**src/rtl/jtr_pkg.sv**
```systemverilog
package jtr_pkg;
  typedef enum logic [1:0] {
    S_IDLE = 2'd0,
    S_EXT  = 2'd1,
    S_CALC = 2'd2,
    S_PTR  = 2'd3
  } jtr_state_e;

  localparam int unsigned MODE_W = 3;
endpackage

```
**src/rtl/jtr_mode_dec.sv**
```systemverilog
module jtr_mode_dec
  import jtr_pkg::*;
(
  input  logic [MODE_W-1:0] mode_i,
  output logic              illegal_o,
  output logic              need_ext_o,
  output logic              mem_ptr_o,
  output logic              post_inc_o,
  output logic              pre_dec_o,
  output logic              indexed_o
);
  logic [1:0] kind;
  logic       defer;

  assign kind  = mode_i[2:1];
  assign defer = mode_i[0];

  always_comb begin
    illegal_o  = (kind == 2'b00) && !defer;
    post_inc_o = (kind == 2'b01);
    pre_dec_o  = (kind == 2'b10);
    indexed_o  = (kind == 2'b11);
    need_ext_o = indexed_o;
    // deferred on plain register mode is a direct target, no pointer read
    mem_ptr_o  = defer && (kind != 2'b00);
  end
endmodule

```
**src/rtl/jtr_ea_unit.sv**
```systemverilog
module jtr_ea_unit #(
  parameter int unsigned DATA_W = 16
) (
  input  logic              post_inc_i,
  input  logic              pre_dec_i,
  input  logic              indexed_i,
  input  logic [DATA_W-1:0] reg_val_i,
  input  logic [DATA_W-1:0] ext_i,
  output logic [DATA_W-1:0] ea_o,
  output logic              wb_en_o,
  output logic [DATA_W-1:0] wb_val_o
);
  localparam logic [DATA_W-1:0] STEP = DATA_W'(2);

  logic [DATA_W-1:0] inc_v, dec_v, sum_v;

  assign inc_v = reg_val_i + STEP;
  assign dec_v = reg_val_i - STEP;
  assign sum_v = reg_val_i + ext_i;

  always_comb begin
    if (indexed_i)      ea_o = sum_v;
    else if (pre_dec_i) ea_o = dec_v;
    else                ea_o = reg_val_i;
    wb_en_o  = post_inc_i || pre_dec_i;
    wb_val_o = pre_dec_i ? dec_v : inc_v;
  end
endmodule

```
**src/rtl/jtr_seq.sv**
```systemverilog
module jtr_seq
  import jtr_pkg::*;
#(
  parameter int unsigned DATA_W = 16,
  parameter int unsigned RSEL_W = 3
) (
  input  logic                     clk_i,
  input  logic                     rst_ni,
  input  logic                     start_i,
  input  logic [MODE_W+RSEL_W-1:0] dst_i,
  input  logic                     illegal_i,
  input  logic                     need_ext_i,
  input  logic                     mem_ptr_i,
  input  logic                     wb_en_i,
  input  logic [DATA_W-1:0]        wb_val_i,
  input  logic [DATA_W-1:0]        ea_i,
  input  logic [DATA_W-1:0]        rf_rdata_i,
  input  logic                     mem_rvalid_i,
  input  logic [DATA_W-1:0]        mem_rdata_i,
  output logic                     busy_o,
  output logic [MODE_W-1:0]        mode_o,
  output logic [DATA_W-1:0]        ext_o,
  output logic [RSEL_W-1:0]        rf_raddr_o,
  output logic                     rf_we_o,
  output logic [RSEL_W-1:0]        rf_waddr_o,
  output logic [DATA_W-1:0]        rf_wdata_o,
  output logic                     mem_req_o,
  output logic [DATA_W-1:0]        mem_addr_o,
  output logic                     done_o,
  output logic [DATA_W-1:0]        target_o,
  output logic                     trap_illegal_o,
  output logic                     trap_odd_o
);
  localparam int unsigned          DST_W = MODE_W + RSEL_W;
  localparam logic [RSEL_W-1:0]    PC_IDX = RSEL_W'((1 << RSEL_W) - 1);
  localparam logic [DATA_W-1:0]    STEP = DATA_W'(2);

  jtr_state_e        state_q;
  logic [DST_W-1:0]  dst_q;
  logic [DATA_W-1:0] ext_q, ptr_q, target_q;
  logic              done_q, trap_ill_q, trap_odd_q;
  logic [RSEL_W-1:0] reg_sel;

  assign reg_sel = dst_q[RSEL_W-1:0];
  assign busy_o  = (state_q != S_IDLE);
  assign mode_o  = dst_q[DST_W-1 -: MODE_W];
  assign ext_o   = ext_q;

  always_comb begin
    rf_raddr_o = (state_q == S_EXT) ? PC_IDX : reg_sel;
    mem_req_o  = (state_q == S_EXT) || (state_q == S_PTR);
    mem_addr_o = (state_q == S_EXT) ? rf_rdata_i : ptr_q;
    rf_we_o    = ((state_q == S_EXT) && mem_rvalid_i) ||
                 ((state_q == S_CALC) && wb_en_i);
    rf_waddr_o = (state_q == S_EXT) ? PC_IDX : reg_sel;
    // PC steps past the extension word before the index is added
    rf_wdata_o = (state_q == S_EXT) ? (rf_rdata_i + STEP) : wb_val_i;
  end

  always_ff @(posedge clk_i or negedge rst_ni) begin
    if (!rst_ni) begin
      state_q    <= S_IDLE;
      dst_q      <= '0;
      ext_q      <= '0;
      ptr_q      <= '0;
      target_q   <= '0;
      done_q     <= 1'b0;
      trap_ill_q <= 1'b0;
      trap_odd_q <= 1'b0;
    end else begin
      done_q     <= 1'b0;
      trap_ill_q <= 1'b0;
      trap_odd_q <= 1'b0;
      unique case (state_q)
        S_IDLE: begin
          if (start_i) begin
            dst_q <= dst_i;
            if (illegal_i)       trap_ill_q <= 1'b1;
            else if (need_ext_i) state_q    <= S_EXT;
            else                 state_q    <= S_CALC;
          end
        end
        S_EXT: begin
          if (mem_rvalid_i) begin
            ext_q   <= mem_rdata_i;
            state_q <= S_CALC;
          end
        end
        S_CALC: begin
          if (mem_ptr_i) begin
            ptr_q   <= ea_i;
            state_q <= S_PTR;
          end else begin
            state_q <= S_IDLE;
            if (ea_i[0]) trap_odd_q <= 1'b1;
            else begin
              done_q   <= 1'b1;
              target_q <= ea_i;
            end
          end
        end
        S_PTR: begin
          if (mem_rvalid_i) begin
            state_q <= S_IDLE;
            if (mem_rdata_i[0]) trap_odd_q <= 1'b1;
            else begin
              done_q   <= 1'b1;
              target_q <= mem_rdata_i;
            end
          end
        end
        default: state_q <= S_IDLE;
      endcase
    end
  end

  assign done_o         = done_q;
  assign target_o       = target_q;
  assign trap_illegal_o = trap_ill_q;
  assign trap_odd_o     = trap_odd_q;
endmodule

```
**src/rtl/jmp_target_resolver.sv**
```systemverilog
module jmp_target_resolver
  import jtr_pkg::*;
#(
  parameter int unsigned DATA_W = 16,
  parameter int unsigned RSEL_W = 3
) (
  input  logic                     clk_i,
  input  logic                     rst_ni,
  input  logic                     start_i,
  input  logic [MODE_W+RSEL_W-1:0] dst_i,
  output logic [RSEL_W-1:0]        rf_raddr_o,
  input  logic [DATA_W-1:0]        rf_rdata_i,
  output logic                     rf_we_o,
  output logic [RSEL_W-1:0]        rf_waddr_o,
  output logic [DATA_W-1:0]        rf_wdata_o,
  output logic                     mem_req_o,
  output logic [DATA_W-1:0]        mem_addr_o,
  input  logic                     mem_rvalid_i,
  input  logic [DATA_W-1:0]        mem_rdata_i,
  output logic                     done_o,
  output logic [DATA_W-1:0]        target_o,
  output logic                     trap_illegal_o,
  output logic                     trap_odd_o
);
  localparam int unsigned DST_W = MODE_W + RSEL_W;

  logic              busy;
  logic [MODE_W-1:0] mode_q, mode_sel;
  logic              illegal, need_ext, mem_ptr, post_inc, pre_dec, indexed;
  logic              wb_en;
  logic [DATA_W-1:0] wb_val, ea, ext;

  // idle decodes the incoming operand, busy decodes the captured one
  assign mode_sel = busy ? mode_q : dst_i[DST_W-1 -: MODE_W];

  jtr_mode_dec u_dec (
    .mode_i     (mode_sel),
    .illegal_o  (illegal),
    .need_ext_o (need_ext),
    .mem_ptr_o  (mem_ptr),
    .post_inc_o (post_inc),
    .pre_dec_o  (pre_dec),
    .indexed_o  (indexed)
  );

  jtr_ea_unit #(.DATA_W(DATA_W)) u_ea (
    .post_inc_i (post_inc),
    .pre_dec_i  (pre_dec),
    .indexed_i  (indexed),
    .reg_val_i  (rf_rdata_i),
    .ext_i      (ext),
    .ea_o       (ea),
    .wb_en_o    (wb_en),
    .wb_val_o   (wb_val)
  );

  jtr_seq #(.DATA_W(DATA_W), .RSEL_W(RSEL_W)) u_seq (
    .clk_i          (clk_i),
    .rst_ni         (rst_ni),
    .start_i        (start_i),
    .dst_i          (dst_i),
    .illegal_i      (illegal),
    .need_ext_i     (need_ext),
    .mem_ptr_i      (mem_ptr),
    .wb_en_i        (wb_en),
    .wb_val_i       (wb_val),
    .ea_i           (ea),
    .rf_rdata_i     (rf_rdata_i),
    .mem_rvalid_i   (mem_rvalid_i),
    .mem_rdata_i    (mem_rdata_i),
    .busy_o         (busy),
    .mode_o         (mode_q),
    .ext_o          (ext),
    .rf_raddr_o     (rf_raddr_o),
    .rf_we_o        (rf_we_o),
    .rf_waddr_o     (rf_waddr_o),
    .rf_wdata_o     (rf_wdata_o),
    .mem_req_o      (mem_req_o),
    .mem_addr_o     (mem_addr_o),
    .done_o         (done_o),
    .target_o       (target_o),
    .trap_illegal_o (trap_illegal_o),
    .trap_odd_o     (trap_odd_o)
  );
endmodule

```
**config.mk**
```make
export PLATFORM = sky130hd
export DESIGN_NAME = jmp_target_resolver
export DESIGN_NICKNAME = d
export VERILOG_FILES = /design/src/rtl/jtr_pkg.sv /design/src/rtl/jtr_mode_dec.sv /design/src/rtl/jtr_ea_unit.sv /design/src/rtl/jtr_seq.sv /design/src/rtl/jmp_target_resolver.sv
export SDC_FILE = /design/constraint.sdc
export NUM_CORES = 1
export LEC_CHECK = 0
export BUFFER_PORTS_ARGS = -buffer_cell sky130_fd_sc_hd__buf_4
export CORE_UTILIZATION = 50
export DETAILED_ROUTE_END_ITERATION = 16
export PLACE_DENSITY = 0.82
export SLEW_MARGIN = 20
export SYNTH_ARGS = -nofsm -noshare
export SYNTH_HDL_FRONTEND = slang
export SYNTH_SLANG_ARGS = --single-unit
```
**constraint.sdc**
```tcl
create_clock -name clk_i -period 3.7 [get_ports clk_i]
set_clock_uncertainty 0.2 [all_clocks]
set_input_delay 0.185 -clock clk_i [delete_from_list [all_inputs] [get_ports clk_i]]
set_output_delay 0.185 -clock clk_i [all_outputs]
set_load 0.005 [all_outputs]
```
### Word-level counts from Yosys, hierarchy flattened

Index checks and enable logic that the tools add are counted.

* add/subtract/negate cells: 3
* equal/unequal tests: 13
* multiplexer cells: 32
* reduce and logical (&&, ||, !) cells: 18

Operators with widths (number)
* $mux 16: 9
* $pmux 16 s2: 1
* $add 16x16->16: 1
* $add 16x2->16 const B: 1
* $sub 16x2->16 const B: 1
* $ne 2x2->1 const B: 7
* $mux 2: 6
* $mux 1: 11
* $eq 2x2->1 const B: 4
* $pmux 2 s4: 1
* $mux 3: 2
* $reduce_and 2->1: 3
* $reduce_bool 2->1: 3
* $reduce_and 5->1: 1
* $eq 2x1->1 const B: 2
* $logic_and 1x1->1: 4
* $logic_not 2->1: 2
* $pmux 1 s2: 2
* $reduce_and 4->1: 1
* $logic_or 1x1->1: 3
* $logic_not 1->1: 1

* register bits: 59
* bits of input ports: 42
* output and inout bits: 59
* logic and storage cells: 74

### Longest topological paths before layout

* depth after elaboration: 8
* depth in mapped cells: 14
* mapped depth without buffers: 11

### Hierarchy

A second synthesis with hierarchy kept.

* cell total of the unflattened synthesis: 539
* area total of the unflattened synthesis: 4724.5 sq um

Modules (own cells, without submodules)
* jtr_seq: times used 1, cells an instance 312, area each 3151.8 sq um, sequential area each 1451.4 sq um
* jtr_ea_unit: times used 1, cells an instance 218, area each 1498.9 sq um, sequential area each 0.0 sq um
* jtr_mode_dec: times used 1, cells an instance 6, area each 40.0 sq um, sequential area each 0.0 sq um
* jmp_target_resolver: times used 1, cells an instance 3, area each 33.8 sq um, sequential area each 0.0 sq um

### Worst setup path after synthesis

OpenSTA, ideal clock, no wires.

* path kind: register to register
* start point: register u_seq.state_q[0]
* end point: register u_seq.ptr_q[14]
* library setup time: 0.083 ns
* arrival: 2.856 ns
* required time: 3.417 ns
* slack: 0.562 ns
* cell stages (with the launch flop): 12
* path buffers: 2
* period minus slack after synthesis: 3.138 ns
* path through: dfrtp_1 -> clkbuf_1 -> nor2_1 -> mux2i_1 -> ha_1 -> buf_2 -> or4b_1 -> nor4_4 -> mux2_1 -> a31oi_1 -> nor3_1 -> o21ai_0

* word-level cells in the longest chain between the ends: 5
* elaborated cells on any way between the ends: 10
* classes of those cells: eq/ne (3); mux (3); reduce/logical (4)

Ends and longest elaborated chain
* start: declaration: RTL line jtr_seq.sv:38 `jtr_state_e state_q;`
* start signal: assignment: RTL line jtr_seq.sv:62 `state_q <= S_IDLE;`
* start signal: assignment: RTL line jtr_seq.sv:79 `else if (need_ext_i) state_q <= S_EXT;`
* start signal: assignment: RTL line jtr_seq.sv:80 `else state_q <= S_CALC;`
* $reduce_bool 2->1: RTL line jtr_seq.sv:45 `assign busy_o = (state_q != S_IDLE);`
* $mux 3: RTL line jmp_target_resolver.sv:34 `assign mode_sel = busy ? mode_q : dst_i[DST_W-1 -: MODE_W];`
* $eq 2x2->1 or $reduce_bool 2->1 (tied branches): RTL line jtr_mode_dec.sv:21, jtr_mode_dec.sv:25
* $mux 16 or $logic_and 1x1->1 (tied branches): RTL line jtr_ea_unit.sv:23, jtr_mode_dec.sv:25
* $mux 16 or $reduce_and 2->1 (tied branches)
* end signal: assignment: RTL line jtr_seq.sv:91 `ptr_q <= ea_i;`
* end: declaration: RTL line jtr_seq.sv:40 `logic [DATA_W-1:0] ext_q, ptr_q, target_q;`

Several ways; a longest one is shown, not always the timed one.
A chain may end at the register's enable or synchronous reset.

### Worst setup path in the final report

* start point: register u_seq.state_q[0]
* end point: output rf_wdata_o[14]

* word-level cells in the longest chain between the ends: 5
* elaborated cells on any way between the ends: 6
* classes of those cells: eq/ne (2); mux (3); reduce/logical (1)

Ends and longest elaborated chain
* $reduce_bool 2->1: RTL line jtr_seq.sv:45
* $mux 3: RTL line jmp_target_resolver.sv:34
* $eq 2x2->1: RTL line jtr_mode_dec.sv:21 `pre_dec_o = (kind == 2'b10);`
* $mux 16: RTL line jtr_ea_unit.sv:26 `wb_val_o = pre_dec_i ? dec_v : inc_v;`
* $mux 16 (*): RTL line jtr_seq.sv:57 `rf_wdata_o = (state_q == S_EXT) ? (rf_rdata_i + STEP) : wb_val_i;`
* end: declaration: RTL line jmp_target_resolver.sv:15 `output logic [DATA_W-1:0] rf_wdata_o,`

Mark *: on every way between the ends. The rest lies on a longest branch, timed or not.

==> impl_metrics.yaml <==
floorplanning:
  start_util_pct: 52.84
  io_pins: 101
  die_w_um: 96.12
  fp.dieH_um: 96.12
  core_um2: 8382
  rows: 33
  dieArea_um2: 9239
power_and_ir_drop:
  power.density_nw_per_um2: 813.6
  peakVddDrop_mv: 0.5273
  p_total_mw: 4.633
  leakagePower_nw: 2.646
grt:
  antenna_found_initial: 0
  grt_pass1_wl_mm: 21.37
  first_global_vias: 4037
  grt_overflow: 0
  grt_max_degree: 59
  track_usage_pct: 31.14
min_path:
  hold_class: "input pin to flip-flop"
  min_path_cells: 3
  hold-path-endpoint: "u_seq.ptr_q[0]"
  min-delay-start: "rf_rdata_i[0]"
cts:
  cts_sinks: 58
  cts_max_path_buffers: 2
  cts_tree: "built"
  htreeDepth: 3
  postCtsSetupRepairBufs: 0
  clk_latency_ps: 350
  clock-root-buffer: "clkbuf_8"
  clkTransAtPathRegs_ps: 70
  numCtsBuffers: 9
timing:
  tightest_slew_ps: 815.5
  tns_ps: 0
  clock.fmax_mhz: 287.5
  slew_viol_final: 0
  min_period_over_period_pct: 94.02
  setup_violations: 0
  report.final.hold_viol_count: 0
  period_minus_slack_ps: 3479
  slew_headroom_pct: 45.50
  layout_setup_ws_ps: 221.2
  rsz0062_at_grt: "no"
job:
  drv_cap: 0
synth:
  avgSynthCellArea_um2: 8.341
  async_flop_share_pct: 100.0
  ys_types: 59
  ys.flop_type: "dfrtp_1"
  synth_cells: 531
  synth_seq_cells: 58
  yosysTopAreaCellShare_pct: 32.77
  synth_fp_nets: 594
  yosysWarnings: 0
  syn_area_um2: 4429
  synth_edf_count: 0
  yosysSeqAreaShare_pct: 32.77
  ys_top_cells_by_area: "dfrtp_1 33%, nand2_1 7.5%, mux2_2 6.1%"
  yosys.area.top_type: "dfrtp_1"
setup_path:
  r2r_cells: 8
  ff2ff_setup_slack_ps: 430
  worstPathMaxFanout: 9
  critPathCaptureType: "output port"
  r2r-end: "u_seq.target_o[10]"
  required_ps: 3310
  arrival_ps: 3090
  critical_path_class: "flip-flop to output port"
  startpoint: "u_seq.state_q[0]"
  critPathLaunchType: "flip-flop"
  timing.rr.start: "u_seq.ext_o[0]"
placed_design:
  place_congestion: 0.8943
  pre_cts_ws_ps: 343.7
  hpwl_mm: 9.663
  io_buffers: 99
route:
  vias: 4421
  drt-total-wl_mm: 13.92
  viasPerCell: 5.934
  drc: 0
  drt-pass1-iter-count: 6
  antenna_left: 0
  first_iter_violations: 397
  wl_per_cell_um: 18.68
finish:
  antenna_cells: 0
  finish.utilization_pct: 67.94
  drive_above_1_share_pct: 25.31
  area_growth_pct: 28.56
  final_net_count: 698
run_status:
  status: "completed"
[synthesized netlist by cell type, types with 3 or more instances]
cell	instances
o21ai_0	32
a21o_1	7
nand4_1	6
xor2_1	16
and2_1	3
nor2_1	33
or3_1	12
and3_1	7
mux2i_1	9
a31oi_1	8
dfrtp_1	58
buf_2	10
nand3_1	8
nor3_1	9
and4_1	3
a21boi_0	3
a211oi_1	3
ha_1	20
o31ai_1	10
o211ai_1	5
buf_4	6
nor2b_1	3
nor4_1	5
mux2_2	24
nand2_1	89
o21ai_1	3
clkbuf_1	22
xnor2_1	17
nand2b_1	7
o22ai_1	3
o2111ai_1	3
inv_1	17
a21oi_1	36
[per-stage QoR]
step / instance area (µm²) / cells / hold slack, ps
4_1_cts: 5664 / 745 / 44.55
2_1_floorplan: 4429 / 531 / -310.6
3_3_place_gp: 5171 / 704 / 89.80
6_report: 5694 / 745 / 56.55
5_1_grt: 5694 / 745 / 46.70
3_5_place_dp: 5171 / 704 / 104.2
[what timing repair did]
action | 4_1_cts | 5_1_grt
endpoints found under the hold margin | 93 | 0
resized for setup | 2 | 5
setup endpoints to repair | 2 | 8
hold buffers | 25 | 0
[cells by family after synthesis]
logic type                 count (synthesis)  share of synthesized area, %
buffers and inverters                     57                         5.960
DFF                                       58                         32.77
AOI/OAI and AO/OA                        130                         18.47
and+or+nand+nor                          197                         21.70
xor gates and xnor gates                  33                         6.525
muxes                                     34                         8.390
other                                      1                       0.08466
adders and majority gates                 21                         6.102
[layer usage]
| metal | up-vias | track usage, % | part of all wire, % |
|---|---|---|---|
| met4 | 0 | 9.453 | 1.6 |
| met1 | 2071 | 45.19 | 45 |
| met2 | 235 | 47.64 | 46 |
| li1 | 2093 | - | - |
| met3 | 22 | 4.502 | 8.2 |
| met5 | - | 0 | 0 |
[worst max path at each step]
stage,endpoint,slack (ps),depth (start not counted)
global placement,rf_wdata_o[14],450,10
floorplan,u_seq.ptr_q[14],560,11
finish,rf_wdata_o[14],220,10
CTS,rf_wdata_o[14],70,10
detailed placement,rf_wdata_o[10],340,10
global route,rf_wdata_o[14],50,10
[registers in the layout, summed over array words and instances (netlist names)]
signal	count
u_seq.ext_o	16
u_seq.ptr_q	16
u_seq.target_o	15
u_seq.dst_q	6
u_seq.state_q	2
u_seq.done_o	1
u_seq.trap_illegal_o	1
u_seq.trap_odd_o	1
[layout by cell type, fill, tap and decap left out, types with 16 or more instances in the layout]
cell type / instances
ha_1: 19
mux2_2: 24
buf_4: 108
o21ai_0: 32
xor2_1: 16
nor2_1: 32
dlygate4sd3_1: 25
inv_1: 17
a21oi_1: 36
dfrtp_1: 58
nand2_1: 89
xnor2_1: 17
[layout make-up]
class	count	area (µm²)
clock buffers	11	131.4
clock inverters	5	102.6
fillers	666	2688
inverters	17	63.81
multi-input cells	416	2753
flip-flops and latches	58	1451
well taps	105	131.4
repair buffers	133	1061
[worst max-delay path: stages, from the launching register on]
cell and delay (ps):
dfrtp_1 400, nor2_2 240, mux2i_2 400, ha_4 250, inv_1 90, or3_1 420, nor4_4 300, nand2_1 120
o2bb2a_2 280, xnor2_1 130, buf_4 130
[power breakdown]
group	total, mW	internal, mW	switching, mW
clock network	0.732	0.447	0.285
logic	2.76	1.22	1.54
registers	1.14	0.939	0.202
Power figures use the tool's default switching activity.
